`config.mk`:
```
export PLATFORM = sky130hd
export DESIGN_NAME = trilevel_tx
export DESIGN_NICKNAME = d
export VERILOG_FILES = /design/src/rtl/tl_pkg.sv /design/src/rtl/tl_phase_timer.sv /design/src/rtl/tl_frame_shifter.sv /design/src/rtl/trilevel_tx.sv
export SDC_FILE = /design/constraint.sdc
export NUM_CORES = 1
export LEC_CHECK = 0
export ABC_AREA = 0
export BUFFER_PORTS_ARGS = -buffer_cell sky130_fd_sc_hd__buf_2
export CORE_MARGIN = 4
export CORE_UTILIZATION = 25
export CTS_BUF_LIST = sky130_fd_sc_hd__clkbuf_16
export CTS_CLUSTER_DIAMETER = 40
export CTS_CLUSTER_SIZE = 25
export DETAILED_ROUTE_END_ITERATION = 8
export PLACE_DENSITY_LB_ADDON = 0.1
export SETUP_SLACK_MARGIN = 0.05
export SYNTH_ARGS = -nofsm -noshare
export SYNTH_HDL_FRONTEND = slang
export SYNTH_SLANG_ARGS = --single-unit
```
`constraint.sdc`:
```
create_clock -name clk -period 2.5 [get_ports clk]
set_input_delay 0.375 -clock clk [delete_from_list [all_inputs] [get_ports clk]]
set_output_delay 0.375 -clock clk [all_outputs]
set_load 0.01 [all_outputs]
```
`src/rtl/tl_pkg.sv`:
```
package tl_pkg;
   typedef enum logic [1:0] {
      PH_IDLE  = 2'd0,
      PH_GUARD = 2'd1,
      PH_LOGIC = 2'd2,
      PH_MID   = 2'd3
   } tl_phase_e;
endpackage

```
`src/rtl/tl_phase_timer.sv`:
```
// Down counter that times one phase; a loaded length of 0 or 1 expires at once
module tl_phase_timer #(
   parameter int LEN_W = 8
) (
   input  logic             clk,
   input  logic             rst_n,
   input  logic             load,
   input  logic [LEN_W-1:0] load_len,
   output logic             expired
);
   logic [LEN_W-1:0] cnt_q;

   always_ff @(posedge clk or negedge rst_n) begin
      if (!rst_n) begin
         cnt_q <= '0;
      end else if (load) begin
         cnt_q <= (load_len == '0) ? '0 : load_len - LEN_W'(1);
      end else if (cnt_q != '0) begin
         cnt_q <= cnt_q - LEN_W'(1);
      end
   end

   assign expired = (cnt_q == '0);
endmodule

```
`src/rtl/tl_frame_shifter.sv`:
```
// Frame shift register; the top bit is the bit currently on the line
module tl_frame_shifter #(
   parameter int FRAME_W = 40
) (
   input  logic               clk,
   input  logic               rst_n,
   input  logic               load,
   input  logic               shift,
   input  logic [FRAME_W-1:0] load_val,
   output logic               msb
);
   logic [FRAME_W-1:0] sr_q;

   always_ff @(posedge clk or negedge rst_n) begin
      if (!rst_n) begin
         sr_q <= '0;
      end else if (load) begin
         sr_q <= load_val;
      end else if (shift) begin
         sr_q <= {sr_q[FRAME_W-2:0], 1'b0};
      end
   end

   assign msb = sr_q[FRAME_W-1];
endmodule

```
`src/rtl/trilevel_tx.sv`:
```
module trilevel_tx
   import tl_pkg::*;
#(
   parameter int               SYNC_W        = 16,
   parameter logic [SYNC_W-1:0] SYNC_WORD    = 16'hFA0A,
   parameter int               ADDR_W        = 8,
   parameter int               DATA_W        = 16,
   parameter int               LEN_W         = 8,
   parameter bit               GUARD_SUPPORT = 1'b1
) (
   input  logic              clk,
   input  logic              rst_n,
   input  logic              start,
   input  logic [ADDR_W-1:0] addr_in,
   input  logic [DATA_W-1:0] data_in,
   input  logic [LEN_W-1:0]  logic_len,
   input  logic [LEN_W-1:0]  mid_len,
   input  logic              guard_en,
   input  logic              oe_active_low,
   output logic              busy,
   output logic              done,
   output logic              line_data,
   output logic              line_oe
);
   localparam int FRAME_W = SYNC_W + ADDR_W + DATA_W;
   localparam int IDX_W   = $clog2(FRAME_W);
   localparam logic [IDX_W-1:0] LAST_IDX = IDX_W'(FRAME_W - 1);

   // elaboration-time parameter checks
   if (SYNC_W < 1 || ADDR_W < 1 || DATA_W < 1) begin : g_bad_fields
      $error("trilevel_tx: every frame field needs at least one bit");
   end
   if (LEN_W < 1) begin : g_bad_len
      $error("trilevel_tx: LEN_W must be at least 1");
   end

   tl_phase_e        phase_q, phase_d;
   logic [IDX_W-1:0] bit_q;
   logic [LEN_W-1:0] logic_len_q, mid_len_q;
   logic             guard_q, done_q;
   logic             tmr_load, tmr_expired;
   logic [LEN_W-1:0] tmr_len;
   logic             sr_load, sr_shift, sr_msb;
   logic             accept, last_bit_end, guard_req;

   // generate picks whether the guard-cycle option exists at all
   if (GUARD_SUPPORT) begin : g_guard
      assign guard_req = guard_en;
   end else begin : g_no_guard
      logic unused_guard;
      assign unused_guard = guard_en;
      assign guard_req    = 1'b0;
   end

   assign accept       = (phase_q == PH_IDLE) && start;
   assign last_bit_end = (phase_q == PH_MID) && tmr_expired && (bit_q == LAST_IDX);

   always_comb begin
      phase_d  = phase_q;
      tmr_load = 1'b0;
      tmr_len  = '0;
      sr_load  = 1'b0;
      sr_shift = 1'b0;
      unique case (phase_q)
         PH_IDLE: begin
            if (start) begin
               sr_load  = 1'b1;
               tmr_load = 1'b1;
               phase_d  = guard_req ? PH_GUARD : PH_LOGIC;
               tmr_len  = guard_req ? LEN_W'(1) : logic_len;
            end
         end
         PH_GUARD: begin
            if (tmr_expired) begin
               phase_d  = PH_LOGIC;
               tmr_load = 1'b1;
               tmr_len  = logic_len_q;
            end
         end
         PH_LOGIC: begin
            if (tmr_expired) begin
               phase_d  = PH_MID;
               tmr_load = 1'b1;
               tmr_len  = mid_len_q;
            end
         end
         PH_MID: begin
            if (tmr_expired) begin
               if (bit_q == LAST_IDX) begin
                  phase_d = PH_IDLE;
               end else begin
                  sr_shift = 1'b1;
                  tmr_load = 1'b1;
                  phase_d  = guard_q ? PH_GUARD : PH_LOGIC;
                  tmr_len  = guard_q ? LEN_W'(1) : logic_len_q;
               end
            end
         end
         default: phase_d = PH_IDLE;
      endcase
   end

   always_ff @(posedge clk or negedge rst_n) begin
      if (!rst_n) begin
         phase_q     <= PH_IDLE;
         bit_q       <= '0;
         logic_len_q <= '0;
         mid_len_q   <= '0;
         guard_q     <= 1'b0;
         done_q      <= 1'b0;
      end else begin
         phase_q <= phase_d;
         done_q  <= last_bit_end;
         if (accept) begin
            bit_q       <= '0;
            logic_len_q <= logic_len;
            mid_len_q   <= mid_len;
            guard_q     <= guard_req;
         end else if (sr_shift) begin
            bit_q <= bit_q + IDX_W'(1);
         end
      end
   end

   tl_phase_timer #(.LEN_W(LEN_W)) u_timer (
      .clk      (clk),
      .rst_n    (rst_n),
      .load     (tmr_load),
      .load_len (tmr_len),
      .expired  (tmr_expired)
   );

   tl_frame_shifter #(.FRAME_W(FRAME_W)) u_shifter (
      .clk      (clk),
      .rst_n    (rst_n),
      .load     (sr_load),
      .shift    (sr_shift),
      .load_val ({SYNC_WORD, addr_in, data_in}),
      .msb      (sr_msb)
   );

   assign busy      = (phase_q != PH_IDLE);
   assign done      = done_q;
   assign line_data = busy & sr_msb;
   assign line_oe   = (phase_q == PH_LOGIC) ^ oe_active_low;
endmodule

```
# [Word level (Yosys, flattened, before mapping)]
# Index checks and enable logic that the tools add are counted.
[totals] wordCells=64 regBits=74 in_bits=45
[op_classes] muxes=30 n_addsub=3 bitwise_logic=2 eq_ne=8 n_reduce_logical=13
[ops] cell="$mux W40" count=2
[ops] cell="$mux W8" count=10
[ops] cell="$pmux W8 S4" count=1
[ops] cell="$logic_not A8 Y1" count=2
[ops] cell="$sub A8 B1 Y8 const B" count=2
[ops] cell="$mux W2" count=7
[ops] cell="$mux W6" count=2
[ops] cell="$ne A2 B2 Y1 const B" count=4
[ops] cell="$pmux W2 S4" count=1
[ops] cell="$reduce_bool A2 Y1" count=4
[ops] cell="$reduce_bool A8 Y1" count=1
[ops] cell="$add A6 B1 Y6 const B" count=1
[ops] cell="$eq A6 B6 Y1 const B" count=1
[ops] cell="$mux W1" count=6
[ops] cell="$eq A2 B2 Y1 const B" count=2
[ops] cell="$reduce_and A4 Y1" count=1
[ops] cell="$logic_and A1 B1 Y1" count=3
[ops] cell="$pmux W1 S3" count=1
[ops] cell="$eq A2 B1 Y1 const B" count=1
[ops] cell="$logic_not A2 Y1" count=1
[ops] cell="$reduce_or A2 Y1" count=1
[ops] cell="$and A1 B1 Y1" count=1
[ops] cell="$xor A1 B1 Y1" count=1

# [Longest topological paths before layout]
# Gate-level depths: netlist of run 1.
[logic_depth] ltp_word=7 mapped_depth=12

# [By module]
# A second synthesis of run 1 with hierarchy kept.
[hier_totals] hier_cells=389 hier_area_um2=4055.1
[by_module_without_submodules] mod="tl_frame_shifter" n_inst=1 area_per_inst_um2=1896.8 cells_each=174
[by_module_without_submodules] mod="trilevel_tx" n_inst=1 area_per_inst_um2=1526.5 cells_each=149
[by_module_without_submodules] mod="tl_phase_timer" n_inst=1 area_per_inst_um2=631.9 cells_each=66

# [Worst setup path after synthesis of run 1]
# Ideal clock, no wire load.
[synth_path] path_type="register -> register" from="reg u_timer.cnt_q[0]" to="reg u_timer.cnt_q[4]" setup_ns=0.101 slack_ns=-0.058 stages_incl_launch_ff=13 arrival_ns=2.457 n_path_buf=1 cell_sequence="dfrtp_1 inv_1 ha_1 nor3b_1 nand2_2 buf_6 o31ai_4 inv_1 ha_1 o2111a_1 o32ai_1 nor3b_1 o32ai_1"
[synth_between] elab_chain_cells=6
[synth_rtl] item="start: declaration" line_no="tl_phase_timer.sv:11" source="logic [LEN_W-1:0] cnt_q;"
[synth_rtl] item="start signal: assignment" line_no="tl_phase_timer.sv:17" source="cnt_q <= (load_len == '0) ? '0 : load_len - LEN_W'(1);"
[synth_rtl] item="start signal: assignment" line_no="tl_phase_timer.sv:19" source="cnt_q <= cnt_q - LEN_W'(1);"
[synth_rtl] item="$logic_not A8 Y1" line_no="tl_phase_timer.sv:23" source="assign expired = (cnt_q == '0);"
[synth_rtl] item="$mux W8, on equally long branches" line_no="trilevel_tx.sv:88, trilevel_tx.sv:74, trilevel_tx.sv:81"
[synth_rtl] item="$pmux W8 S4" line_no="trilevel_tx.sv:64" source="unique case (phase_q)"
[synth_rtl] item="$sub A8 B1 Y8 / $logic_not A8 Y1 (equally long branches)" line_no="tl_phase_timer.sv:17"
[synth_rtl] item="$mux W8" line_no="tl_phase_timer.sv:17"
[synth_rtl] item="$mux W8" line_no="tl_phase_timer.sv:16" source="end else if (load) begin"
# Parallel ways exist; a longest one is shown, timed or not. The select of a mux whose other input is x is not followed.
# A chain may end at the register's enable or synchronous reset.

# [Worst setup path after layout of run 1]
# Ends and elaborated chain as after synthesis.

==> results.ini, run 1 <==
[finish]
multi_input_area_um2=2047
antenna_cells=0
stdcell_count=741
final_util=0.3271
regArea_um2=1852
drive_above_1_share=0.2509
fin_nets=580
layout-area-overhead-vs-synth_pct=27.60
fillers=1659

[place]
gp_congestion=0.8197
place_inst=719
portBuffers=48
dp_hpwl_mm=7.543

[sta]
hold_viol_final=11
tightest_slew_ns=0.5054
setup_violations=0
max_freq_mhz=410.0
relSlewSlack=0.6631
period_minus_slack_ns=2.439
post-route-period-util=0.9756
rsz0062_at_grt=true
slew_violations=0
skew_ns=0.008352
holdWs_ns=-0.01249

[clock_tree]
numCtsBuffers=9
cts_root_buf=clkbuf_16
htree_num_levels=3
insertion_delay_ns=0.34
cts_sinks=74
cts_buffer_depth=2
cts_tree=built
cts.clk_slew.worst_paths_ns=0.06

[synthesis]
synth_ff_type=dfrtp_1
postSynthAreaPerCell_um2=8.591
ys_seq_elements=74
synth_seq_area_share=0.4716
syn_area_um2=3926
syn-num-nets=512
synth_edf_count=0
yosys_warnings=0
synth_cells=457
async_reset_ff_frac=1.000
yosysUniqueCellTypes=58

[drt]
vias=3438
post_drt_wl_per_cell_um=14.58
ant_nets=0
firstDrtPassIters=4
wl_mm=10.80
drt_iter0_drc=167
drc_errors=0
vias_per_cell=4.640

[outcome]
outcome=complete, but fails checks
violations=negative hold slack

[floorplanning]
initial_core_util=0.2564
io_pins=49
die_height_um=133.3
coreArea_um2=15310
die_w_um=133.3
dieArea_um2=17770
rows=45

[critical_path]
worst_ep_arrival_time_ns=2.68
path_cells=inv_2 -> ha_4 -> or3b_4 -> o41a_1 -> o31ai_4 -> inv_2 -> ha_4 -> o211ai_1 -> nand2_1 -> nor3b_2 -> o32ai_2
cp-start-kind=register
cp.required_ns=2.74
crit_family=compound AO/OA/AOI/OAI gates
cpPeakStageDelay_ns=0.45
path_buf_inv=2
cpMaxStageDelayCell=o41a_1
cp-end-kind=register
critical_path_class=register to register
crit_fanout=4

[pwr]
design_power_total_mw=2.469
power_density_nw_per_um2=492.8
vdd_ir_drop_max_mv=0.2161
leakage_nw=2.318

[job]
cap_violations=0

[grt]
gr-total-overflow=0
grt_pass1_wl_mm=17.68
grt_usage=0.1248
grt_max_degree=69
grt_pass1_vias=3412
antenna_found_initial=0

[hold_path]
worst_hold_path_type=input pin to async pin

## cells by family (layout without fill, tap and decap cells)
logic type,after synthesis,after routing,share of synthesized area
AND/OR/NAND/NOR,235,235,0.2604
AO/OA/AOI/OAI,89,89,0.1676
flip-flops,74,74,0.4716
adder cells (fa/ha/maj),10,10,0.03187
XOR/XNOR,14,14,0.03123
buffers and inverters,35,108,0.03728
## worst reg2reg max path, cell delays in order (launching register included)
cell and delay, ns:
dfrtp_1 0.39, inv_2 0.08, ha_4 0.14, or3b_4 0.38, o41a_1 0.45, o31ai_4 0.08, inv_2 0.08, ha_4 0.17
o211ai_1 0.12, nand2_1 0.08, nor3b_2 0.17, o32ai_2 0.20
## sequential cells by signal, summed over array words and instances, names as in the netlist
name	flops
done	1
phase_q	2
mid_len_q	8
bit_q	6
u_timer.cnt_q	8
guard_q	1
logic_len_q	8
u_shifter.sr_q	40
## layout make-up
type                            count  area share
Clock buffer                        9     0.04496
Tap cell                          211     0.05270
Clock inverter                      7    0.008991
Timing Repair Buffer               82      0.1076
Inverter                           10    0.007493
Multi-Input combinational cell    348      0.4086
Sequential cell                    74      0.3696
## where the power goes
| group | switching (mW) | internal (mW) | leakage, nW |
|---|---|---|---|
| logic | 0.0437 | 0.0296 | 1.34 |
| clock network | 0.529 | 0.669 | 0.135 |
| registers | 0 | 1.20 | 0.841 |
| total | 0.572 | 1.90 | 2.32 |
## cells in the final DEF, fill, tap and decap left out, types with 3 or more instances in the layout
master | synthesis | routed
a31oi_1 | 24 | 24
xor2_1 | 6 | 6
nor2b_1 | 4 | 4
inv_1 | 10 | 5
inv_2 | 0 | 5
clkinv_2 | 0 | 4
dfrtp_1 | 74 | 74
nor2_1 | 39 | 39
clkbuf_16 | 0 | 9
o21ai_0 | 9 | 9
nand3_1 | 15 | 15
ha_2 | 0 | 3
ha_1 | 10 | 5
o31ai_1 | 4 | 4
buf_2 | 6 | 47
and3_1 | 3 | 3
nand2_1 | 146 | 145
o211ai_1 | 5 | 5
nor3_1 | 6 | 5
a21oi_1 | 14 | 13
a22o_1 | 4 | 3
xnor2_1 | 8 | 8
buf_4 | 0 | 31
buf_12 | 0 | 3
## Yosys cell counts (5+ instances only)
| cell | n | area (um^2) |
|---|---|---|
| nor2_1 | 39 | 146.4 |
| xor2_1 | 6 | 52.55 |
| nand2_1 | 146 | 548.0 |
| a31oi_1 | 24 | 150.1 |
| ha_1 | 10 | 125.1 |
| o211ai_1 | 5 | 37.54 |
| clkbuf_1 | 18 | 67.56 |
| inv_1 | 10 | 37.54 |
| xnor2_1 | 8 | 70.07 |
| buf_2 | 6 | 30.03 |
| nand3_1 | 15 | 75.07 |
| a21oi_1 | 14 | 70.07 |
| dfrtp_1 | 74 | 1852 |
| nor3_1 | 6 | 30.03 |
| o21ai_0 | 9 | 45.04 |
## what timing repair did
action / 4_1_cts / 5_1_grt
buffers inserted: 5 / 1
hold buffers: 0 / 0
setup endpoints to repair: 3 / 8
gates resized for setup: 6 / 15
pin swaps: 11 / 11
endpoints found under the hold margin: 0 / 0
## per-stage QoR
stage | area [um^2] | setup WS (ns) | TNS [ns] | hold WS, ns
2_1_floorplan | 3956 | 0.07249 | 0 | 0.07941
3_3_place_gp | 4604 | 0.003749 | 0 | 0.3746
3_5_place_dp | 4604 | -0.02662 | -0.02662 | 0.3729
4_1_cts | 4936 | 0.02683 | 0 | 0.0002313
5_1_grt | 5010 | -0.03694 | -0.09604 | 0.02913
6_report | 5010 | 0.06100 | 0 | -0.01249
## path summary, 6_finish.rpt
path / start / end / slack, ns / cells after the start
min in group clk: mid_len[1] / mid_len_q[1] / 0.23 / 3
max in group asynchronous: rst_n / bit_q[2] / 1.92 / 2
worst min register to register: u_shifter.sr_q[39] / u_shifter.sr_q[39] / 0.49 / 2
worst max-delay path: u_timer.cnt_q[0] / u_timer.cnt_q[4] / 0.06 / 11
worst min-delay path: rst_n / u_shifter.sr_q[7] / -0.01 / 1
worst max register to register: u_timer.cnt_q[0] / u_timer.cnt_q[4] / 0.06 / 11
## layer usage
| metal | vias up | part of all wire | global-route usage |
|---|---|---|---|
| met5 | - | 0 | 0 |
| li1 | 1708 | - | - |
| met4 | 0 | 0.021 | 0.05714 |
| met2 | 59 | 0.45 | 0.1893 |
| met1 | 1656 | 0.49 | 0.1713 |
| met3 | 15 | 0.044 | 0.02530 |
(Power assumes the default switching activity.)
==> inputs of run 2 (changes only) <==
Settings changed: RECOVER_POWER set to 25.
==> results.ini, run 2 (synthesis results as in run 1) <==
[critical_path]
cp-end-kind=register  ; unchanged
critical_path_class=register to register  ; unchanged
worst_ep_arrival_time_ns=2.68  ; about the same
path_cells=inv_2 -> ha_4 -> or3b_4 -> o41a_1 -> o31ai_4 -> inv_2 -> ha_4 -> o211ai_1 -> nand2_1 -> nor3b_2 -> o32ai_2  ; unchanged
crit_fanout=4  ; unchanged
rr_startpoint=u_timer.cnt_q[0]  ; unchanged
cpMaxStageDelayCell=o41a_1  ; unchanged
rr_worst_depth=11  ; unchanged
cp.required_ns=2.74  ; about the same
cpPeakStageDelay_ns=0.45  ; about the same
cp-start-kind=register  ; unchanged
startpoint=u_timer.cnt_q[0]  ; unchanged

[finish]
fillers=1661  ; was 1659
final_common_cell=nand2_1  ; unchanged
largest_register=u_shifter.sr_q  ; unchanged
multi_input_area_um2=2047  ; unchanged
drive_above_1_share=0.2491  ; was 0.2509
final_cell_mix=145 x nand2_1, 74 x dfrtp_1, 47 x buf_2  ; unchanged
regArea_um2=1852  ; unchanged
fin_nets=580  ; unchanged
layout-area-overhead-vs-synth_pct=27.50  ; was 27.60%
antenna_cells=0  ; unchanged
largest_reg_flops=40  ; unchanged
stdcell_area_um2=5006  ; was 5010 um^2
final_util=0.3269  ; was 0.3271

[pwr]
switching_power_mw=0.5723  ; was 0.5722 mW
seqPwrFrac=0.485  ; about the same
power_density_nw_per_um2=493.1  ; was 492.8 nW/um^2
p_int_mw=1.896  ; was 1.897 mW
clockPowerShare=0.485  ; about the same
power_frac_comb=0.029  ; was 0.030
leakage_nw=2.314  ; was 2.318 nW
netSwitchingFraction=0.2318  ; about the same
vdd_ir_drop_max_mv=0.2160  ; was 0.2161 mV

[floorplanning]
dieArea_um2=17770  ; unchanged
die_height_um=133.3  ; unchanged
die_w_um=133.3  ; unchanged
coreArea_um2=15310  ; unchanged
io_pins=49  ; unchanged
rows=45  ; unchanged
initial_core_util=0.2564  ; unchanged

[drt]
drt_iter0_drc=167  ; unchanged
post_drt_wl_per_cell_um=14.58  ; about the same
wl_mm=10.80  ; about the same
firstDrtPassIters=4  ; unchanged
vias_per_cell=4.640  ; unchanged
vias=3438  ; unchanged
drc_errors=0  ; unchanged
ant_nets=0  ; unchanged

[grt]
grt_pass1_wl_mm=17.68  ; unchanged
grt_max_degree=69  ; unchanged
antenna_found_initial=0  ; unchanged
grt_usage=0.1248  ; unchanged
gr-total-overflow=0  ; unchanged
grt_pass1_vias=3412  ; unchanged

[sta]
hold_viol_final=0  ; was 11
slew_violations=35  ; was 0
skew_ns=0.008352  ; unchanged
holdWs_ns=0.2264  ; was -0.01249 ns
period_minus_slack_ns=2.439  ; about the same
setup_violations=0  ; unchanged
rsz0062_at_grt=true  ; unchanged
relSlewSlack=-0.3507  ; was 0.6631
max_freq_mhz=410.0  ; unchanged
tightest_slew_ns=2.026  ; was 0.5054 ns
post-route-period-util=0.9756  ; about the same
fin_setup_tns_ns=0  ; unchanged

[job]
cap_violations=1  ; was 0

[clock_tree]
htree_num_levels=3  ; unchanged
cts_tree=built  ; unchanged
cts_root_buf=clkbuf_16  ; unchanged
cts_buffer_depth=2  ; unchanged
numCtsBuffers=9  ; unchanged
cts_sinks=74  ; unchanged
cts.clk_slew.worst_paths_ns=0.06  ; about the same
insertion_delay_ns=0.34  ; about the same

[hold_path]
hold_start=mid_len[1]
min_path_cells=3
worst_hold_path_type=input pin to register  ; was input pin to async pin

[outcome]
violations=max-capacitance violations, max-slew violations  ; was negative hold slack
outcome=complete, but fails checks  ; unchanged

[place]
portBuffers=48  ; unchanged
gp_congestion=0.8197  ; unchanged
dp_hpwl_mm=7.543  ; unchanged
dpl_cell_area_um2=4604  ; unchanged

run 2: cell count changes in the layout (fill, tap and decap cells not counted), sizes merged:
cell / previous run / this run
clkbuf: 9 / 10
buf: 82 / 81
run 2: final timing paths:
path | to | slack, ns
max | u_timer.cnt_q[4] | 0.06
min | mid_len_q[1] | 0.23
max reg2reg | u_timer.cnt_q[4] | 0.06
min reg2reg | u_shifter.sr_q[39] | 0.49
max in group asynchronous | mid_len_q[1] | 0.72
min in group asynchronous | u_shifter.sr_q[7] | 0.60
run 2: critical path, delay by kind of cell, from the launching register on:
family | cells | cell delay [ns]
adders and majority gates | 2 | 0.30
and+or+nand+nor | 3 | 0.63
buffers and inverters | 2 | 0.16
AOI/OAI and AO/OA | 4 | 0.85
DFF | 1 | 0.39
run 2: power by group through the flow:
| stage | clock network, mW | registers [mW] | logic, mW |
|---|---|---|---|
| finish | 1.20 | 1.20 | 0.0728 |
| global route | 1.28 | 1.20 | 0.0831 |
| CTS | 1.25 | 1.20 | 0.0767 |
| detailed placement | 0 | 1.22 | 0.0763 |
| global placement | 0 | 1.22 | 0.0774 |
| floorplan | 0 | 1.22 | 0.00353 |
run 2: final cells by class:
cell class                 count  area share
multi-input combinational    348      0.4089
inverter                      10    0.007498
tap                          211     0.05274
sequential                    74      0.3699
clock inverter                 7    0.008998
timing repair buffer          82      0.1070
clock buffer                   9     0.04499
run 2: layer usage:
| layer | track usage | wire, um | part of all wire |
|---|---|---|---|
| met5 | 0 | 0 | 0 |
| met3 | 0.02530 | 478 | 0.044 |
| met4 | 0.05714 | 227 | 0.021 |
| met2 | 0.1893 | 4813 | 0.45 |
| met1 | 0.1713 | 5282 | 0.49 |
run 2: stage by stage:
step | worst slack [ns] | std cells | power [mW]
finish | 0.06100 | 741 | 2.468
global route | -0.03694 | 741 | 2.562
CTS | 0.02683 | 740 | 2.522
detailed placement | -0.02662 | 719 | 1.296
global placement | 0.003749 | 719 | 1.297
floorplan | 0.07249 | 457 | 1.223
run 2: what timing repair did:
action,in CTS,in global routing
buffers inserted,5,1
hold buffers,0,0
pin swaps,11,11
resized for setup,6,15
endpoints found under the setup margin,3,8
==> inputs of run 3 (changes only) <==
Settings changed: PLACE_DENSITY_LB_ADDON 0.1 to 0.08.
==> results.ini, run 3 (synthesis results as in run 1) <==
[sta]
post-route-period-util=0.9751  ; was 0.9756
rsz0062_at_grt=true  ; unchanged
slew_violations=0  ; was 35
fin_ws_ns=0.06234  ; was 0.06100 ns
period_minus_slack_ns=2.438  ; was 2.439 ns
setup_violations=0  ; unchanged
max_freq_mhz=410.2  ; was 410.0 MHz
skew_ns=0.005737  ; was 0.008352 ns
relSlewSlack=0.2710  ; was -0.3507
tightest_slew_ns=1.093  ; was 2.026 ns
hold_viol_final=0  ; unchanged

[finish]
largest_reg_flops=40  ; unchanged
antenna_cells=0  ; unchanged
final_cell_mix=145 x nand2_1, 74 x dfrtp_1, 47 x buf_2  ; unchanged
drive_above_1_share=0.2589  ; was 0.2491
layout-area-overhead-vs-synth_pct=29.60  ; was 27.50%
stdcell_area_um2=5089  ; was 5006 um^2
largest_register=u_shifter.sr_q  ; unchanged
stdcell_count=744  ; was 741
fillers=1638  ; was 1661
fin_nets=583  ; was 580
final_common_cell=nand2_1  ; unchanged

[clock_tree]
cts_root_buf=clkbuf_16  ; unchanged
cts_sinks=74  ; unchanged
hold_buffers=0  ; unchanged
numCtsBuffers=9  ; unchanged
htree_num_levels=3  ; unchanged
cts_tree=built  ; unchanged
cts.clk_slew.worst_paths_ns=0.06  ; about the same
cts_buffer_depth=2  ; unchanged
insertion_delay_ns=0.34  ; about the same

[grt]
grt_max_degree=53  ; was 69
gr-total-overflow=0  ; unchanged
grt_use_met3=0.02530  ; unchanged
grt_usage=0.1277  ; was 0.1248
grt_use_met2=0.1964  ; was 0.1893
busiest_layer=met2  ; unchanged
grt_pass1_vias=3506  ; was 3412
antenna_found_initial=0  ; unchanged
met1_usage=0.1758  ; was 0.1713
grt_pass1_wl_mm=18.09  ; was 17.68 mm

[drt]
wl_mm=10.93  ; was 10.80 mm
vias_per_cell=4.660  ; was 4.640
ant_nets=0  ; unchanged
drt_iter0_drc=192  ; was 167
firstDrtPassIters=4  ; unchanged
drc_errors=0  ; unchanged
post_drt_wl_per_cell_um=14.69  ; was 14.58 um
vias=3467  ; was 3438

[place]
dpl_cell_area_um2=4614  ; was 4604 um^2
pre_cts_ws_ns=-0.05018  ; was -0.02662 ns
dp_hpwl_mm=7.598  ; was 7.543 mm
portBuffers=48  ; unchanged
gp_congestion=0.8659  ; was 0.8197
place_inst=717  ; was 719

[critical_path]
cpPeakStageDelay_ns=0.42  ; was 0.45 ns
crit_family=compound AO/OA/AOI/OAI gates  ; unchanged
cpMaxStageDelayCell=or3b_4  ; was o41a_1
rr_startpoint=phase_q[1]  ; was u_timer.cnt_q[0]
cp.required_ns=2.72  ; was 2.74 ns
cp-start-kind=register  ; unchanged
startpoint=phase_q[1]  ; was u_timer.cnt_q[0]
worst_ep_arrival_time_ns=2.66  ; was 2.68 ns
path_cells=inv_2 -> ha_2 -> or3b_4 -> o221ai_4 -> nor2_2 -> buf_4 -> a211oi_2 -> a311oi_1 -> a311o_1  ; was inv_2 -> ha_4 -> or3b_4 -> o41a_1 -> o31ai_4 -> inv_2 -> ha_4 -> o211ai_1 -> nand2_1 -> nor3b_2 -> o32ai_2
cp-end-kind=register  ; unchanged
crit_fanout=5  ; was 4
path_buf_inv=2  ; unchanged
critical_path_class=register to register  ; unchanged
rrSetupSlack_ns=0.06  ; about the same

[floorplanning]
initial_core_util=0.2564  ; unchanged
die_w_um=133.3  ; unchanged
rows=45  ; unchanged
io_pins=49  ; unchanged
dieArea_um2=17770  ; unchanged
die_height_um=133.3  ; unchanged
coreArea_um2=15310  ; unchanged

[pwr]
leakage_nw=2.351  ; was 2.314 nW
vdd_ir_drop_max_mv=0.2069  ; was 0.2160 mV
power_density_nw_per_um2=480.8  ; was 493.1 nW/um^2
design_power_total_mw=2.447  ; was 2.468 mW

[hold_path]
hold_start=mid_len[0]  ; was mid_len[1]
worst_hold_path_type=input pin to register  ; unchanged

[outcome]
outcome=completed  ; was complete, but fails checks

[job]
cap_violations=0  ; was 1

-- run 3: cell types whose count changed in the layout (fill, tap and decap cells not counted), sizes merged --
cell,change
buf,+3
-- run 3: per-layer routing --
layer  wire [um]  vias up
met2        4877       68
met3         452       13
met5           0        -
met4         206        0
met1        5392     1673
li1            -     1713
-- run 3: final timing paths --
check,cells after the start,endpoint
max in group asynchronous,2,u_timer.cnt_q[3]
setup reg to reg,9,u_timer.cnt_q[7]
setup / recovery,9,u_timer.cnt_q[7]
min in group asynchronous,1,u_shifter.sr_q[7]
hold reg to reg,2,u_shifter.sr_q[27]
hold / removal,3,mid_len_q[0]
-- run 3: where the power goes --
| group | internal [mW] | total [mW] | leakage [nW] | switching [mW] |
|---|---|---|---|---|
| sequential | 1.20 | 1.20 | 0.841 | 0 |
| combinational | 0.0291 | 0.0726 | 1.38 | 0.0435 |
| clock | 0.660 | 1.18 | 0.131 | 0.517 |
-- run 3: final cells by class --
type                            instances  area [um^2]  area share
Timing Repair Buffer                   85        593.1      0.1165
Clock buffer                            9        225.2     0.04426
Tap cell                              211        264.0     0.05188
Sequential cell                        74         1852      0.3639
Inverter                               10        37.54    0.007376
Clock inverter                          7        37.54    0.007376
Multi-Input combinational cell        348         2079      0.4087
-- run 3: timing repair --
action                     CTS  global route
setup endpoints to repair    8             8
pin swaps                    9             9
resized for setup           10            15
setup buffers                8             3
-- run 3: stage by stage --
stage	utilization	hold slack, ns	setup TNS (ns)
2_1_floorplan	-	0.07941	0
3_3_place_gp	0.3013	0.4184	-0.0009046
3_5_place_dp	0.3013	0.4205	-0.05018
4_1_cts	0.3257	0.04947	0
5_1_grt	0.3323	0.2191	-0.1841
6_report	0.3323	0.2283	0
-- run 3: worst min-delay path: cells and delay by family --
| kind | cells | cell delay [ns] |
|---|---|---|
| buffers and inverters | 1 | 0.07 |
| and+or+nand+nor | 2 | 0.08 |
